$ cat src/rtl/segfc_pkg.sv
package segfc_pkg;

  localparam int STAT_W = 32;
  localparam int PROT_W = 3;

  // permission bit positions
  localparam int PR_RD = 0;
  localparam int PR_WR = 1;
  localparam int PR_EX = 2;

  typedef enum logic [1:0] {
    KIND_FETCH = 2'd0,
    KIND_LOAD  = 2'd1,
    KIND_STORE = 2'd2,
    KIND_SPARE = 2'd3
  } acc_kind_e;

  typedef enum logic [2:0] {
    CLS_INT   = 3'd0,
    CLS_FLOAT = 3'd1,
    CLS_RESV  = 3'd2,
    CLS_CACHE = 3'd3,
    CLS_EXTC  = 3'd4
  } acc_class_e;

  typedef enum logic [1:0] {
    EXC_NONE   = 2'd0,
    EXC_ISTORE = 2'd1,
    EXC_DSTORE = 2'd2,
    EXC_ALIGN  = 2'd3
  } exc_e;

  localparam logic [STAT_W-1:0] ST_NOEXEC   = 32'h1000_0000;
  localparam logic [STAT_W-1:0] ST_RESV_LD  = 32'h0400_0000;
  localparam logic [STAT_W-1:0] ST_RESV_ST  = 32'h0600_0000;
  localparam logic [STAT_W-1:0] ST_EXTC_LD  = 32'h0410_0000;
  localparam logic [STAT_W-1:0] ST_EXTC_ST  = 32'h0610_0000;
  localparam logic [STAT_W-1:0] ST_PROT_LD  = 32'h0800_0000;
  localparam logic [STAT_W-1:0] ST_PROT_ST  = 32'h0A00_0000;
  localparam logic [STAT_W-1:0] ST_MISS_LD  = 32'h4000_0000;
  localparam logic [STAT_W-1:0] ST_MISS_ST  = 32'h4200_0000;

  typedef struct packed {
    logic              pass;
    exc_e              exc;
    logic [STAT_W-1:0] status;
    logic [PROT_W-1:0] prot;
    logic              passthru;
  } verdict_t;

  function automatic logic [PROT_W-1:0] need_mask(acc_kind_e k);
    logic [PROT_W-1:0] m;
    m = '0;
    case (k)
      KIND_FETCH: m[PR_EX] = 1'b1;
      KIND_STORE: m[PR_WR] = 1'b1;
      default:    m[PR_RD] = 1'b1;
    endcase
    return m;
  endfunction

endpackage

$ cat src/rtl/segfc_seg_decode.sv
module segfc_seg_decode #(
  parameter int FLAG_W = 4,
  parameter int T_POS  = 3,
  parameter int KS_POS = 2,
  parameter int KP_POS = 1,
  parameter int NX_POS = 0
) (
  input  logic [FLAG_W-1:0] seg_flags,
  input  logic              problem_state,
  output logic              is_direct,
  output logic              no_exec,
  output logic              key
);
  always_comb begin
    is_direct = seg_flags[T_POS];
    no_exec   = seg_flags[NX_POS];
    // user privilege picks the user key, supervisor picks its own
    key       = problem_state ? seg_flags[KP_POS] : seg_flags[KS_POS];
  end
endmodule

$ cat src/rtl/segfc_ds_classifier.sv
module segfc_ds_classifier
  import segfc_pkg::*;
(
  input  acc_kind_e  kind,
  input  acc_class_e cls,
  input  logic       key,
  output verdict_t   verdict
);
  logic is_store;

  always_comb begin
    is_store = (kind == KIND_STORE);
    verdict  = '0;
    if (kind == KIND_FETCH) begin
      // code may never run from a direct-store area
      verdict.exc    = EXC_ISTORE;
      verdict.status = ST_NOEXEC;
    end else begin
      case (cls)
        CLS_INT: begin
          if (is_store && !key) begin
            verdict.exc    = EXC_DSTORE;
            verdict.status = ST_PROT_ST;
          end else begin
            verdict.pass      = 1'b1;
            verdict.passthru  = 1'b1;
            verdict.prot      = '0;
            verdict.prot[PR_RD] = 1'b1;
            verdict.prot[PR_WR] = key;
          end
        end
        CLS_FLOAT: begin
          verdict.exc    = EXC_ALIGN;
          verdict.status = '0;
        end
        CLS_RESV: begin
          verdict.exc    = EXC_DSTORE;
          verdict.status = is_store ? ST_RESV_ST : ST_RESV_LD;
        end
        CLS_CACHE: begin
          // silent no-op: address untouched, nothing granted
          verdict.pass     = 1'b1;
          verdict.passthru = 1'b1;
        end
        default: begin
          verdict.exc    = EXC_DSTORE;
          verdict.status = is_store ? ST_EXTC_ST : ST_EXTC_LD;
        end
      endcase
    end
  end
endmodule

$ cat src/rtl/segfc_page_classifier.sv
module segfc_page_classifier
  import segfc_pkg::*;
(
  input  acc_kind_e         kind,
  input  logic              no_exec,
  input  logic              pt_hit,
  input  logic [PROT_W-1:0] pt_prot,
  output verdict_t          verdict
);
  logic [PROT_W-1:0] need;
  logic              is_fetch;
  logic              is_store;
  logic              short_of;

  always_comb begin
    need     = need_mask(kind);
    is_fetch = (kind == KIND_FETCH);
    is_store = (kind == KIND_STORE);
    short_of = |(need & ~pt_prot);
    verdict  = '0;
    if (is_fetch && no_exec) begin
      verdict.exc    = EXC_ISTORE;
      verdict.status = ST_NOEXEC;
    end else if (!pt_hit) begin
      verdict.exc    = is_fetch ? EXC_ISTORE : EXC_DSTORE;
      verdict.status = is_store ? ST_MISS_ST : ST_MISS_LD;
    end else if (short_of) begin
      verdict.exc    = is_fetch ? EXC_ISTORE : EXC_DSTORE;
      verdict.status = is_store ? ST_PROT_ST : ST_PROT_LD;
    end else begin
      verdict.pass = 1'b1;
      verdict.prot = pt_prot;
    end
  end
endmodule

$ cat src/rtl/seg_fault_classifier.sv
module seg_fault_classifier
  import segfc_pkg::*;
#(
  parameter int FLAG_W = 4,
  parameter int T_POS  = 3,
  parameter int KS_POS = 2,
  parameter int KP_POS = 1,
  parameter int NX_POS = 0
) (
  input  logic              clk,
  input  logic              rst_n,
  input  logic              req_valid,
  input  logic              real_mode,
  input  logic              problem_state,
  input  logic [FLAG_W-1:0] seg_flags,
  input  logic [1:0]        acc_kind,
  input  logic [2:0]        acc_class,
  input  logic              pt_hit,
  input  logic [2:0]        pt_prot,
  output logic              res_valid,
  output logic              res_pass,
  output logic [1:0]        res_exc,
  output logic [31:0]       res_status,
  output logic [2:0]        res_prot,
  output logic              res_passthru,
  output logic              res_capture
);
  localparam logic [PROT_W-1:0] PROT_ALL = {PROT_W{1'b1}};

  acc_kind_e  kind;
  acc_class_e cls;
  logic       is_direct, no_exec, key;
  verdict_t   ds_v, pg_v, nxt_v, cur_v;
  logic       nxt_cap;

  assign kind = acc_kind_e'(acc_kind);
  assign cls  = acc_class_e'(acc_class);

  segfc_seg_decode #(
    .FLAG_W(FLAG_W), .T_POS(T_POS), .KS_POS(KS_POS),
    .KP_POS(KP_POS), .NX_POS(NX_POS)
  ) u_seg (
    .seg_flags     (seg_flags),
    .problem_state (problem_state),
    .is_direct     (is_direct),
    .no_exec       (no_exec),
    .key           (key)
  );

  segfc_ds_classifier u_ds (
    .kind    (kind),
    .cls     (cls),
    .key     (key),
    .verdict (ds_v)
  );

  segfc_page_classifier u_pg (
    .kind    (kind),
    .no_exec (no_exec),
    .pt_hit  (pt_hit),
    .pt_prot (pt_prot),
    .verdict (pg_v)
  );

  // next-state: precedence real mode > direct-store > page path
  always_comb begin
    if (real_mode) begin
      nxt_v          = '0;
      nxt_v.pass     = 1'b1;
      nxt_v.prot     = PROT_ALL;
      nxt_v.passthru = 1'b1;
    end else if (is_direct) begin
      nxt_v = ds_v;
    end else begin
      nxt_v = pg_v;
    end
    nxt_cap = req_valid && !nxt_v.pass &&
              (nxt_v.exc == EXC_DSTORE || nxt_v.exc == EXC_ALIGN);
  end

  // register process
  always_ff @(posedge clk or negedge rst_n) begin
    if (!rst_n) begin
      res_valid   <= 1'b0;
      res_capture <= 1'b0;
      cur_v       <= '0;
    end else begin
      res_valid   <= req_valid;
      res_capture <= nxt_cap;
      if (req_valid) begin
        cur_v <= nxt_v;
      end
    end
  end

  assign res_pass     = cur_v.pass;
  assign res_exc      = cur_v.exc;
  assign res_status   = cur_v.status;
  assign res_prot     = cur_v.prot;
  assign res_passthru = cur_v.passthru;

  // ---------------- assertions ----------------
  assert_result_follows_req_R11: assert property (@(posedge clk) disable iff (!rst_n)
    res_valid == $past(req_valid));

  assert_capture_data_side_R11: assert property (@(posedge clk) disable iff (!rst_n)
    res_capture |-> (res_valid && !res_pass &&
                     (res_exc == EXC_DSTORE || res_exc == EXC_ALIGN)));

  assert_real_mode_full_R1: assert property (@(posedge clk) disable iff (!rst_n)
    (res_valid && $past(real_mode)) |->
      (res_pass && res_prot == PROT_ALL && res_passthru && !res_capture));

  assert_ds_fetch_denied_R2: assert property (@(posedge clk) disable iff (!rst_n)
    (res_valid && $past(!real_mode && seg_flags[T_POS] && acc_kind == 2'd0)) |->
      (!res_pass && res_exc == EXC_ISTORE));

  assert_pass_has_need_R10: assert property (@(posedge clk) disable iff (!rst_n)
    (res_valid && res_pass && !res_passthru) |->
      ((need_mask(acc_kind_e'($past(acc_kind))) & ~res_prot) == '0));

  assert_fault_shape_R12: assert property (@(posedge clk) disable iff (!rst_n)
    (res_valid && !res_pass) |-> (res_prot == '0 && res_exc != EXC_NONE));

endmodule

$ cat config.mk
export PLATFORM = sky130hd
export DESIGN_NAME = seg_fault_classifier
export DESIGN_NICKNAME = d
export VERILOG_FILES = /design/src/rtl/segfc_pkg.sv /design/src/rtl/segfc_seg_decode.sv /design/src/rtl/segfc_ds_classifier.sv /design/src/rtl/segfc_page_classifier.sv /design/src/rtl/seg_fault_classifier.sv
export SDC_FILE = /design/constraint.sdc
export NUM_CORES = 1
export LEC_CHECK = 0
export ABC_AREA = 1
export BUFFER_PORTS_ARGS = -buffer_cell sky130_fd_sc_hd__buf_2
export CAP_MARGIN = 20
export CORE_UTILIZATION = 40
export CTS_CLUSTER_DIAMETER = 80
export DETAILED_ROUTE_END_ITERATION = 10
export PLACE_DENSITY = 0.8
export SYNTH_ARGS = -nofsm -noshare
export SYNTH_HDL_FRONTEND = slang
export SYNTH_SLANG_ARGS = --single-unit
$ cat constraint.sdc
create_clock -name clk -period 0.8 [get_ports clk]
set_input_delay 0 -clock clk [delete_from_list [all_inputs] [get_ports clk]]
set_output_delay 0 -clock clk [all_outputs]
set_load 0.03 [all_outputs]
==> metrics.txt, run 1 <==
Worst Slack Setup Final -0.0615 ns; Sw Ratio 37.9%; total track usage 20.0%; Warnings, synthesis 0; DP HPWL 1.69 mm; Critical Path Slowest Stage Cell dfrtp_2; CTS tree yes; final wirelength 2.42 mm; vias per inst 4.49; VDD IR-drop max 0.961 mV; largest net degree at the start of global routing 16; FMAX 1160 MHz; hold crit path type primary input to flop; CP peak stage delay 0.42 ns; Crit path buffers/inverters 1; Vias 988; full die area 2710 sq um; Final Util 63.4%; Wirelength per Cell 11.0 um; Antenna Violating Nets Remaining 0; peak fanout along the critical path 2; Tot Pwr 0.00211 W; min-delay src seg_flags[3]; share of the clock period used by the worst path 108%; latest clock arrival within the worst-skew pair 0.30 ns; Reg-to-Reg Start res_prot[2]$_DFFE_PN0P_; Tmin final 0.861 ns; sequential-to-total area share from yosys stat 37.5%; Core Box Area 2280 sq um; CTS buffer count 3; kind of critical path flop to output port; Pins Over Slew Limit 0; syn avg cell area 7.58 sq um; Leak 0.825 nW; starting density of the core 44.0%; via count of the first global-routing pass 901; Remaining DRCs 0; number of max-cap violations 0; number of fill cells in the layout 179; clock skew after layout 0 ns; Comb power frac 37.7%; Port Buf Inserts 32; Crit. End Element output port; Final nets 211; global route overflow 0; area grow syn2layout 44.1%; drt pass-1 iters 4; initial DRC count 23; Reg power frac 40.6%; Rows 17; first-pass GRT wire length 3.79 mm; endpoints failing hold 0; startpoint types flop; die extent in y 52.0 um; multi-input logic area 483 sq um; FF+latch count, synth 15; crit path DAT 0.86 ns; gpl congestion 0.915; Die Width 52.0 um; H-tree Lvls 1; synth unique cells 19; clock group share of total power 21.6%; CP cell instances buf_6; CP required 0.80 ns; Worst setup startpoint res_status[26]$_DFFE_PN0P_; status complete, but fails checks; failing checks negative setup slack; pre-CTS setup slack -0.184 ns; CTS Sinks 15; Setup violations, final 15; share of post-route cells with drive strength above 1 35.9%; Synth Instances 132; NetSw 0.000799 W; cell internal pwr 0.00131 W; critical path's top delay family flip-flops; Post-Syn Area 1000 sq um; CTS clk-pin slew, worst paths 0.09 ns; RSZ-0062 raised after global routing yes; pwr dens 1460 nW/um^2; ant diodes 0; initial antenna violation count 0; num ports 59; Max clock buf depth 2; CTS root buf clkbuf_4; Reg area 379 sq um
## cells in the final DEF, fill, tap and decap left out
cell	synthesis	routed
o31ai_2	0	1
dfrtp_1	15	12
dfrtp_2	0	3
nand2_2	2	3
dlygate4sd3_1	0	7
nor2_4	0	1
clkbuf_4	0	3
o21bai_1	1	1
buf_6	0	15
o21ai_1	2	2
buf_4	26	19
nand2_1	32	31
o21ai_0	3	3
nand3_2	3	3
a32o_1	3	3
nand4_1	3	3
clkbuf_1	1	1
buf_2	0	17
inv_1	14	14
nor2_2	3	3
conb_1	1	26
nand2_4	1	1
a21oi_1	3	3
nor2_1	13	12
nand3_1	5	5
## through the flow
stage | hold slack [ns] | setup TNS [ns] | area, sq um | instances
4_1_cts | 0.00203 | -0.422 | 1400 | 217
5_1_grt | 0.125 | -0.964 | 1440 | 220
3_3_place_gp | -0.0861 | -1.24 | 1180 | 201
6_report | 0.0937 | -0.599 | 1440 | 220
3_5_place_dp | -0.0816 | -1.44 | 1180 | 201
2_1_floorplan | -0.296 | 0 | 1100 | 157
## path summary, 6_finish.rpt
kind	endpoint	slack (ns)	cells past startpoint
setup / recovery	res_status[26]	-0.06	1
hold / removal	res_status[30]$_DFFE_PN0P_	0.09	4
setup reg to reg	res_prot[2]$_DFFE_PN0P_	0.01	3
hold reg to reg	res_status[20]$_DFFE_PN0P_	0.53	1
max in group asynchronous	res_status[20]$_DFFE_PN0P_	0.41	2
min in group asynchronous	res_status[28]$_DFFE_PN0P_	0.12	2
## power by group through the flow
stage	Clock, W	Sequential [W]	Combinational, W
2_1_floorplan	0	0.000975	0.000408
3_3_place_gp	0	0.000854	0.000629
3_5_place_dp	0	0.000857	0.000633
4_1_cts	0.000441	0.000854	0.000758
5_1_grt	0.000494	0.000861	0.000856
6_report	0.000456	0.000856	0.000795
## cells by family (layout without fill, tap and decap cells)
| group | count (synthesis) | in the layout | synth area share (%) |
|---|---|---|---|
| compound gates | 13 | 13 | 8.50 |
| buf+inv | 41 | 76 | 25.1 |
| flops | 15 | 15 | 37.5 |
| other cells | 1 | 26 | 0.375 |
| simple gates | 62 | 62 | 28.5 |
## area by class of cell
| cell class | instances | area share (%) |
|---|---|---|
| multi-input combinational | 101 | 33.5 |
| tap | 28 | 2.43 |
| timing repair buffer | 58 | 32.4 |
| clock buffer | 4 | 1.82 |
| inverter | 14 | 3.64 |
| sequential | 15 | 26.3 |
## layer usage
layer  vias up  GRT usage [%]  share of wire, %
met3         5           4.39               6.8
met5         -              0                 0
met2        59           32.7                51
li1        485              -                 -
met1       439           23.0                40
met4         0           13.5               2.6
## tightest hold or removal path, stage by stage
cell and delay [ns]:
buf_2 0.10, inv_1 0.08, nand2_1 0.11, o31ai_2 0.06
## synthesized netlist by cell type
cell type	number	area, sq um
o21ai_0	3	15.0
nand2_2	2	12.5
conb_1	1	3.75
o31ai_1	1	7.51
nand2_1	32	120
buf_4	26	195
nand3_2	3	30.0
nor2_1	13	48.8
clkbuf_1	1	3.75
nor2_2	3	18.8
nand2_4	1	11.3
dfrtp_1	15	375
o21ai_1	2	10.0
a32o_1	3	30.0
inv_1	14	52.6
nand4_1	3	18.8
nand3_1	5	25.0
o21bai_1	1	7.51
a21oi_1	3	15.0
## sequential cells by signal, summed over array words and instances, names as in the netlist
signal and flops:
res_valid 1, res_exc 2, res_status 6, res_capture 1, res_pass 1, res_passthru 1, res_prot 3
## timing repair
action | in CTS | in global routing
gates resized for setup | 30 | 4
hold buffers | 6 | 1
setup buffers | 6 | 2
hold endpoints to repair | 21 | 1
setup endpoints to repair | 15 | 16
Power figures use the tool's default switching activity.
==> run 2: changes to the inputs <==
- BUFFER_PORTS_ARGS: -buffer_cell sky130_fd_sc_hd__buf_2 -> not set
- CTS_CLUSTER_DIAMETER: 80 -> 30
- DONT_BUFFER_PORTS: not set -> 1
- PLACE_DENSITY: 0.8 -> 0.6
- RECOVER_POWER: not set -> 25
==> run 2 against run 1 <==
  * The flow finishes with violations (negative hold slack, negative setup slack)
  * Critical endpoint is now res_prot[2]
  * Die area did not move
  * Power fell by 6.5%
  * Clock-buffer cell count did not move
  * Global-route usage fell by 3.2 points
  * Sequential power rose by 1%
  * First-iteration DRC count fell by 8.7%
  * Wire length fell by 12%
  * Highest routed layer unchanged
==> metrics.txt, run 2 (synthesized netlist as in run 1, its figures left out) <==
Final Util 55.4%; non-filler cells, final 192; commonest non-fill, non-tap cell in the layout nand2_1; initial DRC count 21; first-pass GRT wire length 3.35 mm; CTS clk-pin slew, worst paths 0.09 ns; Setup violations, final 13; number of max-cap violations 0; Worst Slack Setup Final -0.0433 ns; Port Buf Inserts 0; pwr dens 1560 nW/um^2; most frequent cells in the layout 32 x nand2_1, 26 x conb_1, 14 x inv_1, 14 x buf_6, 12 x nor2_1; vias per inst 4.61; Die Width 52.0 um; startpoint types flop; Antenna Violating Nets Remaining 0; gpl congestion 0.909; final setup TNS -0.345 ns; CP peak stage delay 0.41 ns; num ports 59; DP HPWL 1.63 mm; H-tree Lvls 1; endpoints failing hold 22; VDD IR-drop max 0.787 mV; area grow syn2layout 26.0%; slew margin rel. 46.2%; Largest register FFs 6; Remaining DRCs 0; peak fanout along the critical path 2; crit path DAT 0.84 ns; full die area 2710 sq um; Tot Pwr 0.00197 W; Crit path buffers/inverters 1; critical path's top delay family flip-flops; Crit. End Element output port; failing checks negative hold slack, negative setup slack; Wirelength per Cell 11.1 um; Rows 17; CTS buffer count 3; RSZ-0062 raised after global routing yes; via count of the first global-routing pass 760; largest net degree at the start of global routing 16; status complete, but fails checks; hold slack final -0.271 ns; ant diodes 0; Tmin final 0.843 ns; kind of critical path flop to output port; share of the clock period used by the worst path 105%; CP cell instances buf_6; global route overflow 0; Critical Path Slowest Stage Cell dfrtp_1; Max clock buf depth 2; CTS Sinks 15; Vias 886; final wirelength 2.12 mm; share of post-route cells with drive strength above 1 26.2%; Worst Tran Pin Value 0.808 ns; starting density of the core 44.0%; initial antenna violation count 0; clock skew after layout 0 ns; latest clock arrival within the worst-skew pair 0.28 ns; drt pass-1 iters 4; total track usage 16.8%; Final nets 183; CTS tree yes; internal reg-to-reg setup slack 0.04 ns; die extent in y 52.0 um; Inst Count DP 175; CP required 0.80 ns; FMAX 1190 MHz; Leak 0.698 nW; Pins Over Slew Limit 0; CTS root buf clkbuf_4; hold crit path type primary input to flop; Core Box Area 2280 sq um
-- run 2: cell count changes in the layout (fill, tap and decap cells not counted), moves of 2 or more --
cell           previous run  this run
dlygate4sd3_1             7         5
buf_4                    19        10
dfrtp_2                   3         5
dfrtp_1                  12        10
buf_2                    17         0
-- run 2: area by class of cell --
type | instances | area [sq um]
sequential | 15 | 382
tap | 28 | 35.0
timing repair buffer | 30 | 287
clock buffer | 4 | 26.3
multi-input combinational | 101 | 479
inverter | 14 | 52.6
fill | 217 | 1010
-- run 2: what timing repair did --
item / CTS / global route
buffers inserted: 7 / 0
hold buffers: 5 / 1
hold endpoints to repair: 26 / 23
pin swaps: 0 / 1
endpoints found under the setup margin: 13 / 18
resized for setup: 13 / 7
-- run 2: power by group --
part,internal (W),switching (W)
Combinational,0.000230,0.000438
Sequential,0.000817,0.0000489
Clock,0.000194,0.000241
-- run 2: worst paths after layout --
check,startpoint,to,depth (start not counted)
worst max-delay path,res_prot[2]$_DFFE_PN0P_,res_prot[2],1
min in group asynchronous,rst_n,res_pass$_DFFE_PN0P_,1
worst min register to register,res_exc[1]$_DFFE_PN0P_,res_exc[1]$_DFFE_PN0P_,2
worst min-delay path,req_valid,res_valid$_DFF_PN0_,0
max in group asynchronous,rst_n,res_status[28]$_DFFE_PN0P_,1
worst max register to register,res_exc[0]$_DFFE_PN0P_,res_exc[0]$_DFFE_PN0P_,3
-- run 2: metal layers --
metal,up-vias,share of wire (%),global-route usage (%)
met5,-,0,0
met4,0,1.7,6.76
met3,4,8.9,1.75
li1,433,-,-
met2,53,46,26.9
met1,396,44,22.8
-- run 2: through the flow --
step,instance area (sq um),setup slack (ns)
3_3_place_gp,1060,0.0349
6_report,1260,-0.0433
4_1_cts,1240,-0.0364
5_1_grt,1260,-0.0650
3_5_place_dp,1060,0.0120
2_1_floorplan,1100,0.00382
==> run 3: changes to the inputs <==
- CORE_ASPECT_RATIO: not set -> 1.2
==> run 3 against run 2 <==
  * The run still ends with negative hold slack, negative setup slack left
  * Clock-buffer cell count is the same
  * First-iteration DRC count decreased by 19%
  * Hold slack gained 0.0034 ns
  * Wire length rose by 7.1%
  * Power rose by 0.93%
  * Critical path type unchanged
  * Critical endpoint is now res_passthru
==> metrics.txt, run 3 (synthesized netlist as in run 1, its figures left out) <==
startpoint types flop; share of the clock period used by the worst path 107%; initial antenna violation count 0; die extent in y 56.8 um; num ports 59; endpoints failing hold 6; r2r endpoint res_passthru$_DFFE_PN0P_; pwr dens 1540 nW/um^2; share of post-route cells with drive strength above 1 28.9%; pre-CTS setup slack -0.0300 ns; ant diodes 0; Worst setup startpoint res_passthru$_DFFE_PN0P_; CTS clk-pin slew, worst paths 0.08 ns; critical path endpoint res_passthru; Final nets 185; Worst path depth 1; Final Util 55.4%; internal reg-to-reg setup slack 0.02 ns; initial DRC count 17; Die Width 47.7 um; Leak 0.711 nW; CP peak stage delay 0.42 ns; commonest non-fill, non-tap cell in the layout nand2_1; CTS buffer count 3; global route overflow 0; largest net degree at the start of global routing 16; VDD IR-drop max 0.795 mV; failing checks negative hold slack, negative setup slack; CTS Sinks 15; CTS tree yes; area grow syn2layout 28.9%; kind of critical path flop to output port; Port Buf Inserts 0; drt pass-1 iters 4; Worst Tran Pin Value 0.686 ns; hold slack final -0.268 ns; Max clock buf depth 2; hold crit path type primary input to flop; Critical Path Slowest Stage Cell dfrtp_1; DP HPWL 1.64 mm; most frequent cells in the layout 30 x nand2_1, 26 x conb_1, 14 x inv_1, 14 x buf_6, 12 x buf_4; latest clock arrival within the worst-skew pair 0.28 ns; peak fanout along the critical path 2; Core Box Area 2330 sq um; Largest register FFs 6; final wirelength 2.28 mm; slew margin rel. 54.1%; total track usage 18.2%; CP cell instances buf_6; final setup TNS -0.416 ns; Antenna Violating Nets Remaining 0; first-pass GRT wire length 3.57 mm; clock skew after layout 0 ns; critical path's top delay family flip-flops; Pins Over Slew Limit 0; r2r worst-path depth 3; starting density of the core 43.0%; Worst Slack Setup Final -0.0580 ns; CTS root buf clkbuf_4; RSZ-0062 raised after global routing yes; Crit. End Element output port; H-tree Lvls 1; Remaining DRCs 0; status complete, but fails checks; crit path DAT 0.86 ns; vias per inst 4.61; CP required 0.80 ns; via count of the first global-routing pass 843; Wirelength per Cell 11.5 um; gpl congestion 0.796; Tmin final 0.858 ns; full die area 2710 sq um; number of max-cap violations 0; Vias 908; Reg-to-Reg Start res_passthru$_DFFE_PN0P_; FMAX 1170 MHz; Rows 19; Crit path buffers/inverters 1; Setup violations, final 13
==> run 3: cell count changes in the layout (fill, tap and decap cells not counted), sizes merged <==
cell,delta
dlygate4sd3,+1
buf,+2
clkbuf,-1
==> run 3: timing repair <==
item	4_1_cts	5_1_grt
hold endpoints to repair	26	8
cloned	0	0
setup endpoints to repair	13	19
hold buffers	5	1
resized for setup	13	8
setup buffers	6	2
==> run 3: stage by stage <==
step / total power, W / cell area, sq um / instances / hold slack, ns
6_report: 0.00199 / 1290 / 197 / -0.268
5_1_grt: 0.00209 / 1290 / 197 / -0.279
4_1_cts: 0.00196 / 1240 / 194 / -0.264
3_5_place_dp: 0.00142 / 1070 / 179 / -0.295
3_3_place_gp: 0.00142 / 1070 / 179 / -0.295
2_1_floorplan: 0.00138 / 1100 / 157 / -0.296
==> run 3: layout make-up <==
cell class,instances,area (sq um)
clock buffer,4,26.3
fill,227,1040
inverter,14,52.6
multi-input combinational,101,483
sequential,15,382
tap,31,38.8
timing repair buffer,32,308
==> run 3: metal layers <==
layer / up-vias / global-route usage (%) / wire length (um)
li1: 433 / - / -
met1: 414 / 21.5 / 893
met2: 52 / 29.7 / 1150
met3: 9 / 2.57 / 159
met4: 0 / 10.3 / 75
met5: - / 0 / 0
==> run 3: power by group <==
group          switching, W  internal (W)  total (W)
sequential        0.0000536      0.000817   0.000871
clock              0.000237      0.000194   0.000431
combinational      0.000446      0.000240   0.000686
==> run 3: worst min path at each step <==
stage | start | endpoint | slack, ns | cells past startpoint
3_5_place_dp | rst_n | res_capture$_DFF_PN0_ | -0.30 | 0
3_3_place_gp | rst_n | res_capture$_DFF_PN0_ | -0.30 | 0
4_1_cts | req_valid | res_valid$_DFF_PN0_ | -0.26 | 0
5_1_grt | req_valid | res_valid$_DFF_PN0_ | -0.28 | 0
2_1_floorplan | rst_n | res_capture$_DFF_PN0_ | -0.30 | 0
6_report | req_valid | res_valid$_DFF_PN0_ | -0.27 | 0
